[src/rtl/rtc_emu_pkg.sv]
// Package: shared constants for the RTC interrupt emulation sequencer.
// Assumes a 16-bit flag word with the event count in bits [15:8].
package rtc_emu_pkg;
    localparam int EXPW     = 4;   // width of a rate exponent
    localparam int MIN_EXP  = 1;   // 2 Hz
    localparam int MAX_EXP  = 13;  // 8192 Hz
    localparam int BASE_EXP = 6;   // 64 Hz base poll rate

    localparam logic [15:0] FLG_UPDATE   = 16'h0010;
    localparam logic [15:0] FLG_ALARM    = 16'h0020;
    localparam logic [15:0] FLG_PERIODIC = 16'h0040;
    localparam logic [15:0] FLG_REQ      = 16'h0080;
    localparam logic [15:0] FLG_COUNT1   = 16'h0100;

    typedef struct packed {
        logic [4:0] hr;
        logic [5:0] mn;
        logic [5:0] sc;
    } tod_t;
endpackage

[src/rtl/rtc_rate_sel.sv]
// Rate selector: holds the requested periodic exponent and derives the
// poll exponent, the poll interval in counter ticks and the divide ratio.
// Assumes TICKS_PER_SEC is large enough that the interval is never zero.
module rtc_rate_sel
    import rtc_emu_pkg::*;
#(
    parameter int CW            = 32,
    parameter int TICKS_PER_SEC = 1048576,
    parameter int DIVW          = BASE_EXP - MIN_EXP + 1
) (
    input  logic            clk,
    input  logic            rst_n,
    input  logic            en_periodic,
    input  logic            freq_we,
    input  logic [EXPW-1:0] freq_exp,
    output logic [CW-1:0]   interval,
    output logic [DIVW-1:0] ratio
);
    localparam logic [CW-1:0]   CPS  = CW'(TICKS_PER_SEC);
    localparam logic [EXPW-1:0] BASE = EXPW'(BASE_EXP);
    localparam logic [EXPW-1:0] LO   = EXPW'(MIN_EXP);
    localparam logic [EXPW-1:0] HI   = EXPW'(MAX_EXP);

    logic [EXPW-1:0] fexp_q;
    logic [EXPW-1:0] poll_exp;

    // Store the requested exponent, clamped to the legal range.
    always_ff @(posedge clk) begin
        if (!rst_n)
            fexp_q <= BASE;
        else if (freq_we) begin
            if (freq_exp < LO)      fexp_q <= LO;
            else if (freq_exp > HI) fexp_q <= HI;
            else                    fexp_q <= freq_exp;
        end
    end

    // Pick the faster of base rate and requested rate, derive interval and ratio.
    always_comb begin
        poll_exp = (en_periodic && (fexp_q > BASE)) ? fexp_q : BASE;
        interval = CPS >> poll_exp;
        ratio    = DIVW'(1) << (poll_exp - fexp_q);
    end
endmodule

[src/rtl/rtc_rearm.sv]
// Re-arm unit: keeps the comparator target and issues a load request.
// A fresh arm (enables rise from all-off) starts from the live counter;
// every later serviced tick advances from the previous target.
module rtc_rearm #(
    parameter int CW = 32
) (
    input  logic          clk,
    input  logic          rst_n,
    input  logic          any_en,
    input  logic          tick,
    input  logic [CW-1:0] cnt_live,
    input  logic [CW-1:0] interval,
    output logic          cmp_load,
    output logic [CW-1:0] cmp_target
);
    logic any_q;
    logic rise;

    // Remember the enable OR of the previous cycle.
    always_ff @(posedge clk) begin
        if (!rst_n) any_q <= 1'b0;
        else        any_q <= any_en;
    end

    // Detect a transition from all-off to any-on.
    always_comb rise = any_en && !any_q;

    // Compute and request the next comparator target.
    always_ff @(posedge clk) begin
        if (!rst_n) begin
            cmp_load   <= 1'b0;
            cmp_target <= '0;
        end else begin
            cmp_load <= 1'b0;
            if (rise) begin
                cmp_target <= cnt_live + interval;
                cmp_load   <= 1'b1;
            end else if (tick && any_en) begin
                cmp_target <= cmp_target + interval;
                cmp_load   <= 1'b1;
            end
        end
    end
endmodule

[src/rtl/rtc_event_eval.sv]
// Event evaluator: on a serviced tick decides which of the update, alarm and
// periodic sources fire and emits the flag word with a one-cycle strobe.
// Assumes tod inputs are stable in the tick cycle.
module rtc_event_eval
    import rtc_emu_pkg::*;
#(
    parameter int DIVW = BASE_EXP - MIN_EXP + 1
) (
    input  logic            clk,
    input  logic            rst_n,
    input  logic            tick,
    input  logic            en_update,
    input  logic            en_alarm,
    input  logic            en_periodic,
    input  logic            alarm_we,
    input  tod_t            alarm_in,
    input  tod_t            tod,
    input  logic            freq_we,
    input  logic [DIVW-1:0] ratio,
    output logic            irq_stb,
    output logic [15:0]     irq_flags
);
    tod_t            alarm_q;
    logic [5:0]      last_sec;
    logic [DIVW-1:0] div_cnt;
    logic [DIVW-1:0] div_nxt;
    logic            go;
    logic            hit_upd;
    logic            hit_alm;
    logic            hit_per;
    logic [15:0]     flags_nxt;

    // Decide which sources fire on this tick.
    always_comb begin
        go        = tick && (en_update || en_alarm || en_periodic);
        div_nxt   = div_cnt + DIVW'(1);
        hit_upd   = go && en_update && (tod.sc != last_sec);
        hit_alm   = go && en_alarm && (tod == alarm_q);
        hit_per   = go && en_periodic && (div_nxt >= ratio);
        flags_nxt = (hit_upd ? FLG_UPDATE : 16'h0)
                  | (hit_alm ? FLG_ALARM : 16'h0)
                  | (hit_per ? FLG_PERIODIC : 16'h0);
        if (flags_nxt != 16'h0)
            flags_nxt = flags_nxt | FLG_REQ | FLG_COUNT1;
    end

    // Hold the alarm time written through the strobe.
    always_ff @(posedge clk) begin
        if (!rst_n)        alarm_q <= '0;
        else if (alarm_we) alarm_q <= alarm_in;
    end

    // Track the last seconds value seen by the update source.
    always_ff @(posedge clk) begin
        if (!rst_n)                      last_sec <= '0;
        else if (go && en_update)        last_sec <= tod.sc;
    end

    // Divide poll ticks down to the periodic rate.
    always_ff @(posedge clk) begin
        if (!rst_n)                    div_cnt <= '0;
        else if (freq_we)              div_cnt <= '0;
        else if (go && en_periodic)    div_cnt <= hit_per ? '0 : div_nxt;
    end

    // Register the strobe and flag word.
    always_ff @(posedge clk) begin
        if (!rst_n) begin
            irq_stb   <= 1'b0;
            irq_flags <= '0;
        end else begin
            irq_stb   <= (flags_nxt != 16'h0);
            irq_flags <= flags_nxt;
        end
    end
endmodule

[src/rtl/rtc_irq_emul.sv]
// Top: RTC interrupt emulation sequencer. Ties the rate selector, the
// re-arm unit and the event evaluator together. Assumes an external
// one-shot comparator that pulses tick once per match.
module rtc_irq_emul
    import rtc_emu_pkg::*;
#(
    parameter int CW            = 32,
    parameter int TICKS_PER_SEC = 1048576
) (
    input  logic          clk,
    input  logic          rst_n,
    input  logic          en_update,
    input  logic          en_alarm,
    input  logic          en_periodic,
    input  logic          freq_we,
    input  logic [3:0]    freq_exp,
    input  logic          alarm_we,
    input  logic [4:0]    alarm_hr,
    input  logic [5:0]    alarm_min,
    input  logic [5:0]    alarm_sec,
    input  logic [4:0]    tod_hr,
    input  logic [5:0]    tod_min,
    input  logic [5:0]    tod_sec,
    input  logic          tick,
    input  logic [CW-1:0] cnt_live,
    output logic          cmp_load,
    output logic [CW-1:0] cmp_target,
    output logic          irq_stb,
    output logic [15:0]   irq_flags
);
    localparam int DIVW = BASE_EXP - MIN_EXP + 1;

    logic [CW-1:0]   interval;
    logic [DIVW-1:0] ratio;
    logic            any_en;
    tod_t            alarm_in;
    tod_t            tod;

    // Gather enables and time fields.
    always_comb begin
        any_en   = en_update || en_alarm || en_periodic;
        alarm_in = '{hr: alarm_hr, mn: alarm_min, sc: alarm_sec};
        tod      = '{hr: tod_hr, mn: tod_min, sc: tod_sec};
    end

    rtc_rate_sel #(.CW(CW), .TICKS_PER_SEC(TICKS_PER_SEC), .DIVW(DIVW)) u_rate (
        .clk(clk), .rst_n(rst_n), .en_periodic(en_periodic),
        .freq_we(freq_we), .freq_exp(freq_exp),
        .interval(interval), .ratio(ratio)
    );

    rtc_rearm #(.CW(CW)) u_rearm (
        .clk(clk), .rst_n(rst_n), .any_en(any_en), .tick(tick),
        .cnt_live(cnt_live), .interval(interval),
        .cmp_load(cmp_load), .cmp_target(cmp_target)
    );

    rtc_event_eval #(.DIVW(DIVW)) u_eval (
        .clk(clk), .rst_n(rst_n), .tick(tick),
        .en_update(en_update), .en_alarm(en_alarm), .en_periodic(en_periodic),
        .alarm_we(alarm_we), .alarm_in(alarm_in), .tod(tod),
        .freq_we(freq_we), .ratio(ratio),
        .irq_stb(irq_stb), .irq_flags(irq_flags)
    );
endmodule

[config.mk]
export PLATFORM = sky130hd
export DESIGN_NAME = rtc_irq_emul
export DESIGN_NICKNAME = d
export VERILOG_FILES = /design/src/rtl/rtc_emu_pkg.sv /design/src/rtl/rtc_rate_sel.sv /design/src/rtl/rtc_rearm.sv /design/src/rtl/rtc_event_eval.sv /design/src/rtl/rtc_irq_emul.sv
export SDC_FILE = /design/constraint.sdc
export NUM_CORES = 1
export LEC_CHECK = 0
export BUFFER_PORTS_ARGS = -buffer_cell sky130_fd_sc_hd__buf_2
export CORE_ASPECT_RATIO = 0.75
export CORE_MARGIN = 2
export CORE_UTILIZATION = 50
export CTS_BUF_LIST = sky130_fd_sc_hd__clkbuf_2
export DETAILED_ROUTE_END_ITERATION = 10
export GPL_TIMING_DRIVEN = 0
export PLACE_DENSITY = 0.9
export SYNTH_ARGS = -nofsm -noshare
export SYNTH_HDL_FRONTEND = slang
export SYNTH_SLANG_ARGS = --single-unit
[constraint.sdc]
create_clock -name clk -period 4.27 [get_ports clk]
set_clock_uncertainty 0.1 [all_clocks]
set_input_delay 0.854 -clock clk [delete_from_list [all_inputs] [get_ports clk]]
set_output_delay 0.854 -clock clk [all_outputs]
set_load 0.05 [all_outputs]
Word level (Yosys, flattened, before mapping) --
Cells that the tools add are included.
Word-level totals: register bits 84, bits in latches 0, RAM bits 0, memories kept 0, ROM bits 0, input bits 78, logic and storage cells 54, output and inout bits 50
Operators by class: multiplexer cells 12, $mul 0, $lt $le $gt $ge 4, bitwise gates (word level) 3, $add $sub $neg 4, reduce and logical (&&, ||, !) cells 16, div/mod/pow operators 0, shifts and indexed selects 2, eq/ne operators 2
Operators by type and width (count):
- $add A32 B32 Y32 | 2
- $mux W32 | 2
- $reduce_bool A16 Y1 | 2
- $shr A21 B4 Y32 const A | 1
- $eq A17 B17 Y1 | 1
- $or A16 B16 Y16 | 1
- $or A16 B7 Y16 | 1
- $mux W4 | 3
- $mux W6 | 2
- $logic_and A1 B1 Y1 | 9
- $mux W9 | 1
- $mux W7 | 1
- $add A6 B1 Y6 const B | 1
- $ge A6 B6 Y1 | 1
- $ne A6 B6 Y1 | 1
- $shl A1 B4 Y6 const A | 1
- $mux W5 | 1
- $gt A4 B3 Y1 const B | 1
- $gt A4 B4 Y1 const B | 1
- $lt A4 B1 Y1 const B | 1
- $sub A4 B4 Y4 | 1
- $logic_or A1 B1 Y1 | 2
- $mux W1 | 2
- $reduce_bool A2 Y1 | 1
- other kinds (3) | 3

Depth between registers and ports, before layout --
Gate-level depths: netlist of the first run.
word-level depth 12, depth in mapped cells 19, depth with buffers taken out 16

By module --
Synthesis of the first run repeated with hierarchy kept, for this count alone.
Second synthesis, totals: cell total of the unflattened synthesis 773, area, all modules 5798.1 µm²
By module, submodules not included:
- rtc_rearm | cells an instance 502, times used 1, seq. area each 680.7 µm², area an instance 3423.3 µm²
- rtc_event_eval | cells an instance 192, times used 1, seq. area each 660.6 µm², area an instance 1783.0 µm²
- rtc_rate_sel | cells an instance 78, times used 1, seq. area each 80.1 µm², area an instance 585.6 µm²
- rtc_irq_emul | cells an instance 1, times used 1, seq. area each 0.0 µm², area an instance 6.3 µm²

Worst setup path before layout of the first run --
OpenSTA, ideal clock, no wires.
kind input port to flip-flop, from in en_update, to reg u_rearm.cmp_target[25], arrival 4103 ps, setup time 133 ps, setup slack -66 ps, path buffers 5, data required time 4037 ps, stages 19, cell sequence buf_2 > nor3_2 > nor2_2 > clkbuf_1 > buf_4 > buf_1 > nand2_1 > nand2_1 > ha_1 > inv_1 > fa_1 > nor2b_1 > o2111ai_1 > a2111oi_0 > or3_1 > buf_6 > or3b_1 > nand4_1 > o311ai_1
Between the ends: cells in the longest elaborated chain, start to end 4, elaborated cells on any way between the ends 6, those cells by class 1 x mux; 5 x reduce/logical
RTL lines:
- start, declared | RTL line rtc_irq_emul.sv:12 | input logic en_update,
- $logic_or A1 B1 Y1 * (2 in a row) | RTL line rtc_irq_emul.sv:41 | any_en = en_update || en_alarm || en_periodic;
- $logic_and A1 B1 Y1, on equally long branches | RTL line rtc_rearm.sv:26, rtc_rearm.sv:38
- $mux W32 / $reduce_bool A2 Y1 (equally long branches)
- end signal, assigned | RTL line rtc_rearm.sv:36 | cmp_target <= cnt_live + interval;
- end signal, assigned | RTL line rtc_rearm.sv:39 | cmp_target <= cmp_target + interval;
- end, declared | RTL line rtc_rearm.sv:14 | output logic [CW-1:0] cmp_target
Every way passes the cells marked *; elsewhere a longest branch is shown, timed or not. A chain may end at the register's enable or synchronous reset.

Worst setup path in the final report of the first run --
from in en_periodic, to reg u_rearm.cmp_target[25]
Between the ends: cells in the longest elaborated chain, start to end 6, elaborated cells on any way between the ends 11, those cells by class 2 x add/sub; 1 x shift; 3 x mux; 5 x reduce/logical
RTL lines:
- start, declared | RTL line rtc_irq_emul.sv:14 | input logic en_periodic,
- $logic_and A1 B1 Y1 | RTL line rtc_rate_sel.sv:40 | poll_exp = (en_periodic && (fexp_q > BASE)) ? fexp_q : BASE;
- $mux W4 | RTL line rtc_rate_sel.sv:40
- $shr A21 B4 Y32 | RTL line rtc_rate_sel.sv:41 | interval = CPS >> poll_exp;
- $add A32 B32 Y32 | RTL line rtc_rearm.sv:39
- $mux W32 | RTL line rtc_rearm.sv:38 | end else if (tick && any_en) begin
- $mux W32 | RTL line rtc_rearm.sv:35 | if (rise) begin
Several ways; a longest one is shown, not always the timed one. The select of a mux whose other input is x is not followed.

==> results.md, run 1 <==
- Clock transition at path regs: 0.23 ns
- Critical path capture point type: flip-flop
- Grt ovf: 0
- Global-route wire length before repair: 22,700 um
- Post-CTS setup buffers: 0
- DR DRC count: 0
- Initial DRT Pass Iterations: 5
- Yosys Warn Count: 0
- Vias in the first global route: 4,531
- Max VDD drop: 0.235 mV
- Crit Path Class: primary input to flip-flop
- Hold Path Cell Cnt: 2
- Max-cap viol count: 0
- Worst-path maximum fanout: 10
- Min Tclk post-route: 4.14 ns
- Rel. slew slack: 0.426
- Wire per inst: 15.5 um
- H-tree levels: 3
- CTS resizes: 2
- Clock Sinks: 71
- IO Pins: 128
- Layout cells sized above 1: 0.218
- CTS max path bufs: 2
- Antenna Nets Post-Route: 0
- Routability cong.: 0.976
- Chip height: 91.8 um
- Final Max Slew Viols: 0
- N_diodes: 0
- Required time of the critical path: 4.65 ns
- Tcrit/Tclk final: 0.968
- Status: complete, no violations
- CTS tree: built
- Leak: 0.00281 uW
- Hold Path Class: flip-flop to flip-flop
- Seq cells post-synth: 71
- Area growth syn-to-layout: 18.1%
- Syn Std Cell Area: 0.00513 mm2
- Post-Syn Instances: 662
- Row cnt: 31
- Num CTS Buffers: 9
- Reg2Reg Setup Slack: 0.28 ns
- Fmax achieved: 0.242 GHz
- Worst setup SP type: primary input
- FF-to-FF path depth: 17
- Non-Filler Instances: 938
- Cell Pwr Density: 312 mW/mm2
- Worst-margin pin slew: 0.861 ns
- Fin. Hold Viols: 0
- Asr flop ratio synth: 0
- Placed instance count: 922
- Post-DP Area: 0.00592 mm2
- Sequential area share after synthesis: 0.277
- Hpwl dp: 11,300 um
- Vias/cell: 5.56
- Core Region: 0.00981 mm2
- PortBufs: 112
- Hold-fix buffers, CTS: 0
- Largest net degree at the start of global routing: 14
- Layout net count: 904
- EDFF count, synth: 0
- Initial Util: 0.523
- Die Area: 0.0111 mm2
- Drt total wl: 14,500 um
- Post-layout instance area: 0.00606 mm2
- Yosys cell types: 78
- Ys flop type: dfxtp_1
- Syn Area/Cell: 7.75 um2
- Detailed-route via count: 5,211
- Root buf cell: clkbuf_2
- Worst flop-to-flop path startpoint: u_rate.fexp_q[1]$_SDFFE_PN1P_
- Clk_lat worst skew: 0.57 ns
- Worst reg2reg endpoint: u_eval.irq_flags[7]$_SDFF_PN0_
- Final setup fails: 0
- Crit path arrival time: 4.52 ns
- Initial DRC Count: 476
- Util after Layout: 0.618
- Initial antenna violation count: 0
- Total Routing Usage GR: 0.258
- Chip Width: 121 um
==> through the flow <==
stage | setup slack (ns) | setup TNS [ns] | power (uW) | hold WS [ns]
finish | 0.135 | 0 | 1890 | 0.366
global route | -0.000454 | -0.000454 | 1980 | 0.367
CTS | 0.0962 | 0 | 1870 | 0.370
detailed placement | -0.747 | -8.14 | 1470 | 0.344
global placement | -0.748 | -7.62 | 1450 | 0.337
floorplan | 0.0422 | 0 | 1290 | 0.354
==> Yosys cell counts (2+ instances only) <==
cell	n	share of area
nor2b_1	23	0.028
o311ai_1	2	0.0034
or3_1	4	0.0049
a211oi_1	5	0.0073
xor2_1	15	0.026
a21o_1	5	0.0073
clkbuf_1	24	0.018
inv_1	12	0.0088
ha_1	24	0.058
dfxtp_1	71	0.28
buf_4	15	0.022
a21oi_1	25	0.024
o21a_1	5	0.0073
buf_6	4	0.0088
nand4_1	16	0.019
o211ai_1	6	0.0088
a211o_1	2	0.0034
o21ai_0	15	0.015
o21bai_1	3	0.0044
nand2b_1	7	0.0085
buf_2	2	0.0019
a22oi_1	2	0.0029
nor3_1	7	0.0068
o2111ai_1	6	0.010
nor2_1	30	0.022
and3_1	10	0.012
nand2_1	128	0.094
buf_1	4	0.0029
or2_2	2	0.0024
a21boi_1	8	0.012
o21ai_1	19	0.019
xnor2_1	27	0.046
o22ai_1	3	0.0037
nor3b_1	4	0.0058
o31a_1	3	0.0051
mux2i_1	25	0.049
and2_1	12	0.015
nor4_1	4	0.0049
a21boi_0	7	0.010
o211a_1	2	0.0039
a31oi_1	7	0.0085
nand3_1	30	0.029
nand2_2	2	0.0024
==> kinds of logic (layout without fill, tap and decap cells) <==
kind of cell	Yosys count	in the layout	synth area share
other cells	1	17	0.000730
flops	71	71	0.277
simple gates	287	287	0.270
buf+inv	65	193	0.0721
xor+xnor	42	42	0.0717
compound gates	144	144	0.193
mux	27	27	0.0531
fa+ha+maj	25	25	0.0624
==> layout make-up <==
cell class                      instances  area, um2
Clock inverter                          6       68.8
Inverter                               13       48.8
Multi-Input combinational cell        542       3420
Buffer                                 52        333
Fill cell                             872       3750
Clock buffer                           10       50.0
Timing Repair Buffer                  112        561
Sequential cell                        71       1420
Tap cell                              132        165
==> per-layer routing <==
metal | wire length, um | vias to the layer above | global-route usage
met3 | 1230 | 21 | 0.0510
met1 | 6950 | 2364 | 0.383
li1 | - | 2581 | -
met5 | 0 | - | 0
met4 | 163 | 0 | 0.0669
met2 | 6200 | 245 | 0.378
==> critical path, stage by stage <==
cell,delay [ns]
buf_2,0.16
or3_1,0.51
nand2_2,0.20
buf_8,0.17
buf_2,0.27
nand2_1,0.09
nand2_1,0.08
ha_1,0.18
inv_1,0.06
fa_1,0.40
nor2b_1,0.17
o2111ai_1,0.17
a2111oi_2,0.34
or3_1,0.17
buf_6,0.15
or3b_1,0.35
nand4_1,0.09
o311ai_1,0.10
==> placed cells by master, fill, tap and decap left out, types with 8 or more instances in the layout <==
| cell | Yosys | routed |
|---|---|---|
| a21boi_1 | 8 | 8 |
| a21oi_1 | 25 | 25 |
| and2_1 | 12 | 12 |
| and3_1 | 10 | 10 |
| buf_2 | 2 | 115 |
| buf_4 | 15 | 15 |
| clkbuf_1 | 24 | 20 |
| clkbuf_2 | 0 | 12 |
| conb_1 | 1 | 17 |
| dfxtp_1 | 71 | 71 |
| ha_1 | 24 | 24 |
| inv_1 | 12 | 12 |
| mux2i_1 | 25 | 25 |
| nand2_1 | 128 | 128 |
| nand3_1 | 30 | 30 |
| nand4_1 | 16 | 16 |
| nor2_1 | 30 | 30 |
| nor2b_1 | 23 | 23 |
| o21ai_0 | 15 | 15 |
| o21ai_1 | 19 | 18 |
| xnor2_1 | 27 | 27 |
| xor2_1 | 15 | 15 |
==> worst max-delay path by stage <==
stage           startpoint                                  end  depth (start not counted)
2_1_floorplan    en_update  u_rearm.cmp_target[25]$_SDFFE_PN0P_                         19
3_3_place_gp     en_update  u_rearm.cmp_target[25]$_SDFFE_PN0P_                         19
3_5_place_dp     en_update  u_rearm.cmp_target[25]$_SDFFE_PN0P_                         19
4_1_cts          en_update  u_rearm.cmp_target[25]$_SDFFE_PN0P_                         19
5_1_grt        en_periodic  u_rearm.cmp_target[25]$_SDFFE_PN0P_                         18
6_report       en_periodic  u_rearm.cmp_target[25]$_SDFFE_PN0P_                         18
==> state kept, by name, summed over array words and instances, names as in the netlist, named ones only <==
register,flops
u_rearm.cmp_load,1
u_rearm.cmp_target,27
u_eval.last_sec,6
u_rearm.any_q,1
u_eval.alarm_q,17
u_eval.div_cnt,6
u_eval.irq_flags,4
u_rate.fexp_q,4
==> report_power, final <==
part | switching (uW) | internal, uW
logic | 467 | 248
registers | 45.2 | 715
clock network | 274 | 141
total | 786 | 1100
(Power assumes the default switching activity.)
==> run 2, diff against run 1 <==
--- a/config.mk
+++ b/config.mk
@@ -9,7 +9,7 @@
 export CORE_ASPECT_RATIO = 0.75
 export CORE_MARGIN = 2
 export CORE_UTILIZATION = 50
-export CTS_BUF_LIST = sky130_fd_sc_hd__clkbuf_2
+export CTS_BUF_LIST = sky130_fd_sc_hd__clkbuf_8
 export DETAILED_ROUTE_END_ITERATION = 10
 export GPL_TIMING_DRIVEN = 0
 export PLACE_DENSITY = 0.9
==> run 2 against run 1 <==
Non-clock buffer count grew 1. Largest cell class unchanged. Clock power grew 34%. Sequential share of layout area shrank 0.57 points. Sequential cell count is the same. Sequential power is essentially flat. Critical path depth is the same. Hold slack lost 0.012 ns. First-iteration DRC count shrank 4.2%. Combinational power grew 2%. Highest routed layer unchanged. Critical path type unchanged. Routed wire length grew 1.7%.
==> results.md, run 2 (synthesis results as in run 1) <==
- Cell Chain, Critical Path: buf_2, or3_4, nand2_4, buf_8, buf_6, nand2_1, nand2_1, ha_1, inv_1, fa_1, nor2b_1, o2111ai_2, a2111oi_2, or3_1, buf_6, or3b_1, nand4_1, o311ai_1 (was buf_2, or3_1, nand2_2, buf_8, buf_2, nand2_1, nand2_1, ha_1, inv_1, fa_1, nor2b_1, o2111ai_1, a2111oi_2, or3_1, buf_6, or3b_1, nand4_1, o311ai_1)
- Rel. slew slack: 0.450 (was 0.426)
- Clock Sinks: 71 (unchanged)
- Worst setup SP type: primary input (unchanged)
- Min Tclk post-route: 4.11 ns (was 4.14 ns)
- Chip height: 91.8 um (unchanged)
- Worst flop-to-flop path startpoint: u_rate.fexp_q[1]$_SDFFE_PN1P_ (unchanged)
- DP Worst Slack: -0.747 ns (unchanged)
- Crit Path Class: primary input to flip-flop (unchanged)
- Row cnt: 31 (unchanged)
- Largest stage delay, worst path: 0.46 ns (was 0.51 ns)
- Fmax achieved: 0.244 GHz (was 0.242 GHz)
- Max VDD drop: 0.179 mV (was 0.235 mV)
- Post-DP Area: 0.00592 mm2 (unchanged)
- CTS max path bufs: 2 (unchanged)
- Root buf cell: clkbuf_8 (was clkbuf_2)
- Logic pwr share: 0.357 (was 0.379)
- H-tree levels: 3 (unchanged)
- Detailed-route via count: 5,187 (was 5,211)
- Final Max Slew Viols: 0 (unchanged)
- Routability cong.: 0.976 (unchanged)
- Worst reg2reg endpoint: u_eval.irq_flags[7]$_SDFF_PN0_ (unchanged)
- Max-cap viol count: 0 (unchanged)
- Core Region: 0.00981 mm2 (unchanged)
- Int Pwr: 1240 uW (was 1100 uW)
- Global-route wire length before repair: 22,900 um (was 22,700 um)
- Hold-fix buffers, CTS: 0 (unchanged)
- CTS tree: built (unchanged)
- Post-layout instance area: 0.00621 mm2 (was 0.00606 mm2)
- Slowest cell on crit path: or3_4 (was or3_1)
- Die Area: 0.0111 mm2 (unchanged)
- Clock power share: 0.271 (was 0.219)
- Worst-path maximum fanout: 10 (unchanged)
- Layout net count: 905 (was 904)
- Antenna Nets Post-Route: 0 (unchanged)
- Crit path arrival time: 4.25 ns (was 4.52 ns)
- Leak: 0.00286 uW (was 0.00281 uW)
- Vias in the first global route: 4,556 (was 4,531)
- Hpwl dp: 11,300 um (unchanged)
- Chip Width: 121 um (unchanged)
- Most common cell after layout, fill and taps aside: nand2_1 (unchanged)
- Initial antenna violation count: 0 (unchanged)
- Final setup fails: 0 (unchanged)
- Initial DRT Pass Iterations: 5 (unchanged)
- Layout cells sized above 1: 0.224 (was 0.218)
- Switch share: 0.393 (was 0.416)
- Worst-margin pin slew: 0.825 ns (was 0.861 ns)
- N_diodes: 0 (unchanged)
- Hold Path Class: flip-flop to flip-flop (unchanged)
- Wire per inst: 15.8 um (was 15.5 um)
- Max reg flops: 27 (unchanged)
- Num CTS Buffers: 9 (unchanged)
- Cell Pwr Density: 329 mW/mm2 (was 312 mW/mm2)
- Most frequent cells in the layout: nand2_1 (128), buf_2 (114), dfxtp_1 (71) (was nand2_1 (128), buf_2 (115), dfxtp_1 (71))
- Initial Util: 0.523 (unchanged)
- Grt ovf: 0 (unchanged)
- Tcrit/Tclk final: 0.961 (was 0.968)
- Largest net degree at the start of global routing: 14 (unchanged)
- IO Pins: 128 (unchanged)
- Hold Path Cell Cnt: 2 (unchanged)
- Sw power: 803 uW (was 786 uW)
- Drt total wl: 14,800 um (was 14,500 um)
- Clk_lat worst skew: 0.37 ns (was 0.57 ns)
- Worst setup margin: 0.164 ns (was 0.135 ns)
- Reg2Reg Setup Slack: 0.35 ns (was 0.28 ns)
- Required time of the critical path: 4.42 ns (was 4.65 ns)
- Critical path capture point type: flip-flop (unchanged)
- FF-to-FF path depth: 17 (unchanged)
- Top flop regs: u_rearm.cmp_target (27), u_eval.alarm_q (17) (unchanged)
- Total Routing Usage GR: 0.261 (was 0.258)
- PortBufs: 112 (unchanged)
- Biggest register: u_rearm.cmp_target (unchanged)
- DR DRC count: 0 (unchanged)
- Initial DRC Count: 456 (was 476)
- Fin. Hold Viols: 0 (unchanged)
- Sequential power share: 0.372 (was 0.402)
- Area growth syn-to-layout: 21.1% (was 18.1%)
- Status: complete, no violations (unchanged)
- Clock transition at path regs: 0.09 ns (was 0.23 ns)
- Vias/cell: 5.52 (was 5.56)
run 2: cell count changes in the layout (fill, tap and decap cells not counted), sizes merged:
cell    previous run  this run
clkbuf            35        31
buf              139       143
inv               14        15
run 2: how the worst max path moves through the flow:
stage | startpoint | endpoint | slack, ns | cells past startpoint
3_5_place_dp | en_update | u_rearm.cmp_target[25]$_SDFFE_PN0P_ | -0.75 | 19
6_report | en_periodic | u_rearm.cmp_target[25]$_SDFFE_PN0P_ | 0.16 | 18
4_1_cts | en_update | u_rearm.cmp_target[25]$_SDFFE_PN0P_ | 0.03 | 19
2_1_floorplan | en_update | u_rearm.cmp_target[25]$_SDFFE_PN0P_ | 0.04 | 19
3_3_place_gp | en_update | u_rearm.cmp_target[25]$_SDFFE_PN0P_ | -0.75 | 19
5_1_grt | en_periodic | u_rearm.cmp_target[25]$_SDFFE_PN0P_ | -0.04 | 18
run 2: per-stage QoR:
| step | hold slack [ns] | total power [uW] | cells | util | TNS (ns) |
|---|---|---|---|---|---|
| global placement | 0.337 | 1450 | 922 | 0.603 | -7.62 |
| floorplan | 0.354 | 1290 | 678 | - | 0 |
| finish | 0.354 | 2040 | 939 | 0.633 | 0 |
| CTS | 0.358 | 2020 | 938 | 0.625 | 0 |
| global route | 0.379 | 2140 | 939 | 0.633 | -0.0388 |
| detailed placement | 0.344 | 1470 | 922 | 0.603 | -8.14 |
run 2: cell type report:
type / instances / area [um2]
fill: 850 / 3600
multi-input combinational: 542 / 3460
sequential: 71 / 1420
timing repair buffer: 114 / 576
buffer: 51 / 345
tap: 132 / 165
clock buffer: 9 / 124
clock inverter: 7 / 72.6
inverter: 13 / 48.8
run 2: worst max-delay path, delay by kind of cell:
kind	cells	cell delay, ns
and+or+nand+nor	8	1.53
buffers and inverters	5	0.70
adders and majority gates	2	0.58
AOI/OAI and AO/OA	3	0.58
run 2: power groups by stage:
| stage | sequential [uW] | clock (uW) | combinational [uW] |
|---|---|---|---|
| 3_5_place_dp | 772 | 0 | 695 |
| 2_1_floorplan | 887 | 0 | 402 |
| 3_3_place_gp | 770 | 0 | 684 |
| 6_report | 759 | 553 | 730 |
| 5_1_grt | 765 | 589 | 785 |
| 4_1_cts | 757 | 563 | 701 |
run 2: timing repair:
item,4_1_cts,5_1_grt
pin swaps,0,4
endpoints found under the setup margin,9,12
buffers inserted,0,2
resized for setup,8,17
cloned,0,0
endpoints found under the hold margin,0,0
run 2: metal layers:
layer / vias to the layer above / global-route usage / wire length [um]
met4: 0 / 0.0746 / 236
li1: 2582 / - / -
met1: 2376 / 0.386 / 6940
met5: - / 0 / 0
met3: 22 / 0.0460 / 1210
met2: 207 / 0.384 / 6410
==> run 3, diff against run 2 <==
--- a/config.mk
+++ b/config.mk
@@ -8,11 +8,12 @@
 export BUFFER_PORTS_ARGS = -buffer_cell sky130_fd_sc_hd__buf_2
 export CORE_ASPECT_RATIO = 0.75
 export CORE_MARGIN = 2
-export CORE_UTILIZATION = 50
+export CORE_UTILIZATION = 52
 export CTS_BUF_LIST = sky130_fd_sc_hd__clkbuf_8
 export DETAILED_ROUTE_END_ITERATION = 10
 export GPL_TIMING_DRIVEN = 0
-export PLACE_DENSITY = 0.9
+export PLACE_DENSITY = 0.84
 export SYNTH_ARGS = -nofsm -noshare
 export SYNTH_HDL_FRONTEND = slang
+export SYNTH_HIERARCHICAL = 1
 export SYNTH_SLANG_ARGS = --single-unit
==> run 3 against run 2 <==
Global-route usage is 0.18 points lower. Die area grew 8.3%. Synthesized area increased by 13%. Highest routed layer unchanged. Register-to-register slack better by 0.59 ns. Critical path type unchanged.
==> results.md, run 3 <==
- Crit path arrival time: 4.15 ns (was 4.25 ns)
- Status: complete, no violations (unchanged)
- Core Region: 0.0109 mm2 (was 0.00981 mm2)
- Sequential area share after synthesis: 0.245 (was 0.277)
- Area growth syn-to-layout: 18.5% (was 21.1%)
- Vias/cell: 5.43 (was 5.52)
- Int Pwr: 1310 uW (was 1240 uW)
- Ys flop type: dfxtp_1 (unchanged)
- Fin. Hold Viols: 0 (unchanged)
- Routability cong.: 0.930 (was 0.976)
- Worst-margin pin slew: 0.669 ns (was 0.825 ns)
- Chip Width: 126 um (was 121 um)
- Final setup fails: 0 (unchanged)
- Clock power share: 0.227 (was 0.271)
- Crit path buf inv count: 4 (was 5)
- Commonest cells in the netlist: nand2_1 (165), dfxtp_1 (71), a21oi_1 (52) (was nand2_1 (128), dfxtp_1 (71), nand3_1 (30), nor2_1 (30), xnor2_1 (27))
- Detailed-route via count: 5,837 (was 5,187)
- Tcrit/Tclk final: 0.935 (was 0.961)
- IO Pins: 128 (unchanged)
- Rel. slew slack: 0.554 (was 0.450)
- Post-Syn Instances: 773 (was 662)
- H-tree levels: 3 (unchanged)
- Most common cell after layout, fill and taps aside: nand2_1 (unchanged)
- N_diodes: 0 (unchanged)
- Grt ovf: 0 (unchanged)
- Max VDD drop: 0.156 mV (was 0.179 mV)
- Cell taking the most area after synthesis: dfxtp_1 (unchanged)
- Slowest cell on crit path: or3_1 (was or3_4)
- Hold-fix buffers, CTS: 0 (unchanged)
- Global-route wire length before repair: 25,100 um (was 22,900 um)
- Yosys Warn Count: 6 (was 0)
- Clock transition at path regs: 0.09 ns (about the same)
- Switch share: 0.439 (was 0.393)
- Min Tclk post-route: 3.99 ns (was 4.11 ns)
- Worst-path maximum fanout: 10 (unchanged)
- Root buf cell: clkbuf_8 (unchanged)
- Wire per inst: 14.8 um (was 15.8 um)
- Syn Area/Cell: 7.50 um2 (was 7.75 um2)
- Max-cap viol count: 0 (unchanged)
- Cell Chain, Critical Path: buf_2, or3_1, nor2b_1, clkbuf_1, clkbuf_2, nand2_1, nand2_1, ha_1, clkbuf_1, nand2_1, nor4_4, o21ai_2, a211o_1, a21o_1, a32o_1 (was buf_2, or3_4, nand2_4, buf_8, buf_6, nand2_1, nand2_1, ha_1, inv_1, fa_1, nor2b_1, o2111ai_2, a2111oi_2, or3_1, buf_6, or3b_1, nand4_1, o311ai_1)
- Post-route setup TNS: 0 ns (unchanged)
- Top-count cell post-synth: nand2_1 (unchanged)
- Util after Layout: 0.630 (was 0.633)
- Biggest register: u_rearm/cmp_target (was u_rearm.cmp_target)
- Critical path's top delay family: simple AND/OR/NAND/NOR gates (unchanged)
- Non-Filler Instances: 1,075 (was 939)
- Layout cells sized above 1: 0.211 (was 0.224)
- CP most frequent cell: nand2_1
- Total Routing Usage GR: 0.259 (was 0.261)
- Storage element area: 0.00142 mm2 (unchanged)
- CTS tree: built (unchanged)
- Hold Path Class: flip-flop to flip-flop (unchanged)
- Leak: 0.00332 uW (was 0.00286 uW)
- Num CTS Buffers: 9 (unchanged)
- Critical path capture point type: flip-flop (unchanged)
- Required time of the critical path: 4.43 ns (was 4.42 ns)
- Sw power: 1020 uW (was 803 uW)
- Placed instance count: 1,059 (was 922)
- Top flop regs: u_rearm/cmp_target (32), u_eval/alarm_q (17) (was u_rearm.cmp_target (27), u_eval.alarm_q (17))
- Asr flop ratio synth: 0 (unchanged)
- Final Max Slew Viols: 0 (unchanged)
- Initial DRT Pass Iterations: 5 (unchanged)
- Max reg flops: 32 (was 27)
- Yosys cell types: 66 (was 78)
- Seq cells post-synth: 71 (unchanged)
- Drt total wl: 15,900 um (was 14,800 um)
- Filler cells: 1,010 (was 850)
- Row cnt: 33 (was 31)
- CTS max path bufs: 2 (unchanged)
- Synth top area share: 0.245 (was 0.277)
- PortBufs: 115 (was 112)
- RSZ-0062 raised after global routing: no
- EDFF count, synth: 0 (unchanged)
- Vias in the first global route: 5,069 (was 4,556)
- Synth area leaders: dfxtp_1 (25%), nand2_1 (11%), ha_1 (9.1%), buf_4 (4.9%), a21oi_1 (4.5%) (was dfxtp_1 (28%), nand2_1 (9.4%), ha_1 (5.8%), mux2i_1 (4.9%), xnor2_1 (4.6%))
- Sequential power share: 0.337 (was 0.372)
- Worst setup SP type: primary input (unchanged)
- Largest net degree at the start of global routing: 16 (was 14)
- Most frequent cells in the layout: nand2_1 (165), buf_2 (119), dfxtp_1 (71) (was nand2_1 (128), buf_2 (114), dfxtp_1 (71))
- Fmax achieved: 0.251 GHz (was 0.244 GHz)
- Antenna Nets Post-Route: 0 (unchanged)
- DR DRC count: 0 (unchanged)
- Syn Std Cell Area: 0.00580 mm2 (was 0.00513 mm2)
- Initial DRC Count: 456 (unchanged)
- Die Area: 0.0120 mm2 (was 0.0111 mm2)
- Area of the multi-input gates: 0.00402 mm2 (was 0.00346 mm2)
- Hpwl dp: 12,400 um (was 11,300 um)
- Crit Path Class: primary input to flip-flop (unchanged)
- Chip height: 95.4 um (was 91.8 um)
- Clk_lat worst skew: 0.36 ns (was 0.37 ns)
- Layout net count: 1,051 (was 905)
- Initial Util: 0.532 (was 0.523)
- Largest stage delay, worst path: 0.40 ns (was 0.46 ns)
- Initial antenna violation count: 0 (unchanged)
- Clock Sinks: 71 (unchanged)
- Cell Pwr Density: 339 mW/mm2 (was 329 mW/mm2)
- Logic pwr share: 0.436 (was 0.357)
- Power, Total: 2330 uW (was 2040 uW)
run 3: area by class of cell:
| type | instances | share of cell area |
|---|---|---|
| Multi-Input combinational cell | 646 | 0.585 |
| Sequential cell | 71 | 0.207 |
| Timing Repair Buffer | 115 | 0.0838 |
| Buffer | 68 | 0.0608 |
| Tap cell | 140 | 0.0255 |
| Clock buffer | 9 | 0.0180 |
| Inverter | 19 | 0.0104 |
| Clock inverter | 7 | 0.00929 |
run 3: worst min-delay path, stage by stage, from the launching register on:
cell and delay (ns):
dfxtp_1 0.33, nand2_1 0.05, o21ai_1 0.05
run 3: cells by family after synthesis:
kind of cell             share of synthesized area
AND/OR/NAND/NOR                              0.265
AO/OA/AOI/OAI                                0.184
buffers and inverters                       0.0833
flip-flops                                   0.245
XOR/XNOR                                    0.0826
adder cells (fa/ha/maj)                     0.0941
multiplexers                                0.0451
other                                      0.00130
run 3: worst paths after layout:
path | startpoint | end | slack [ns] | cells after the start
max reg2reg | u_rearm/any_q$_SDFF_PN0_ | u_rearm/cmp_target[26]$_SDFFE_PN0P_ | 0.94 | 14
min | u_rearm/cmp_target[25]$_SDFFE_PN0P_ | u_rearm/cmp_target[25]$_SDFFE_PN0P_ | 0.37 | 2
max | en_periodic | u_rearm/cmp_target[26]$_SDFFE_PN0P_ | 0.28 | 15
min reg2reg | u_rearm/cmp_target[25]$_SDFFE_PN0P_ | u_rearm/cmp_target[25]$_SDFFE_PN0P_ | 0.37 | 2
run 3: per-stage QoR:
step | setup WS [ns] | hold slack (ns) | area, um2
final | 0.279 | 0.368 | 6870
after global routing | 0.00700 | 0.395 | 6870
after CTS | 0.0841 | 0.368 | 6850
after detailed placement | -0.288 | 0.356 | 6670
after global placement | -0.257 | 0.352 | 6670
after floorplan | 0.419 | 0.355 | 5910
run 3: per-layer routing:
layer	wire length (um)	track usage
met1	7830	0.383
met2	6750	0.388
met3	1200	0.0567
met4	122	0.0513
met5	0	0
run 3: repair_timing:
action,4_1_cts,5_1_grt
gates resized for setup,0,12
setup buffers,0,0
setup endpoints to repair,0,14
run 3: power groups by stage:
stage                     sequential, uW  combinational, uW  clock, uW
after floorplan                      975                573          0
after global routing                 793               1100        572
after global placement               797                957          0
after detailed placement             798                970          0
final                                784               1010        529
after CTS                            783                976        540
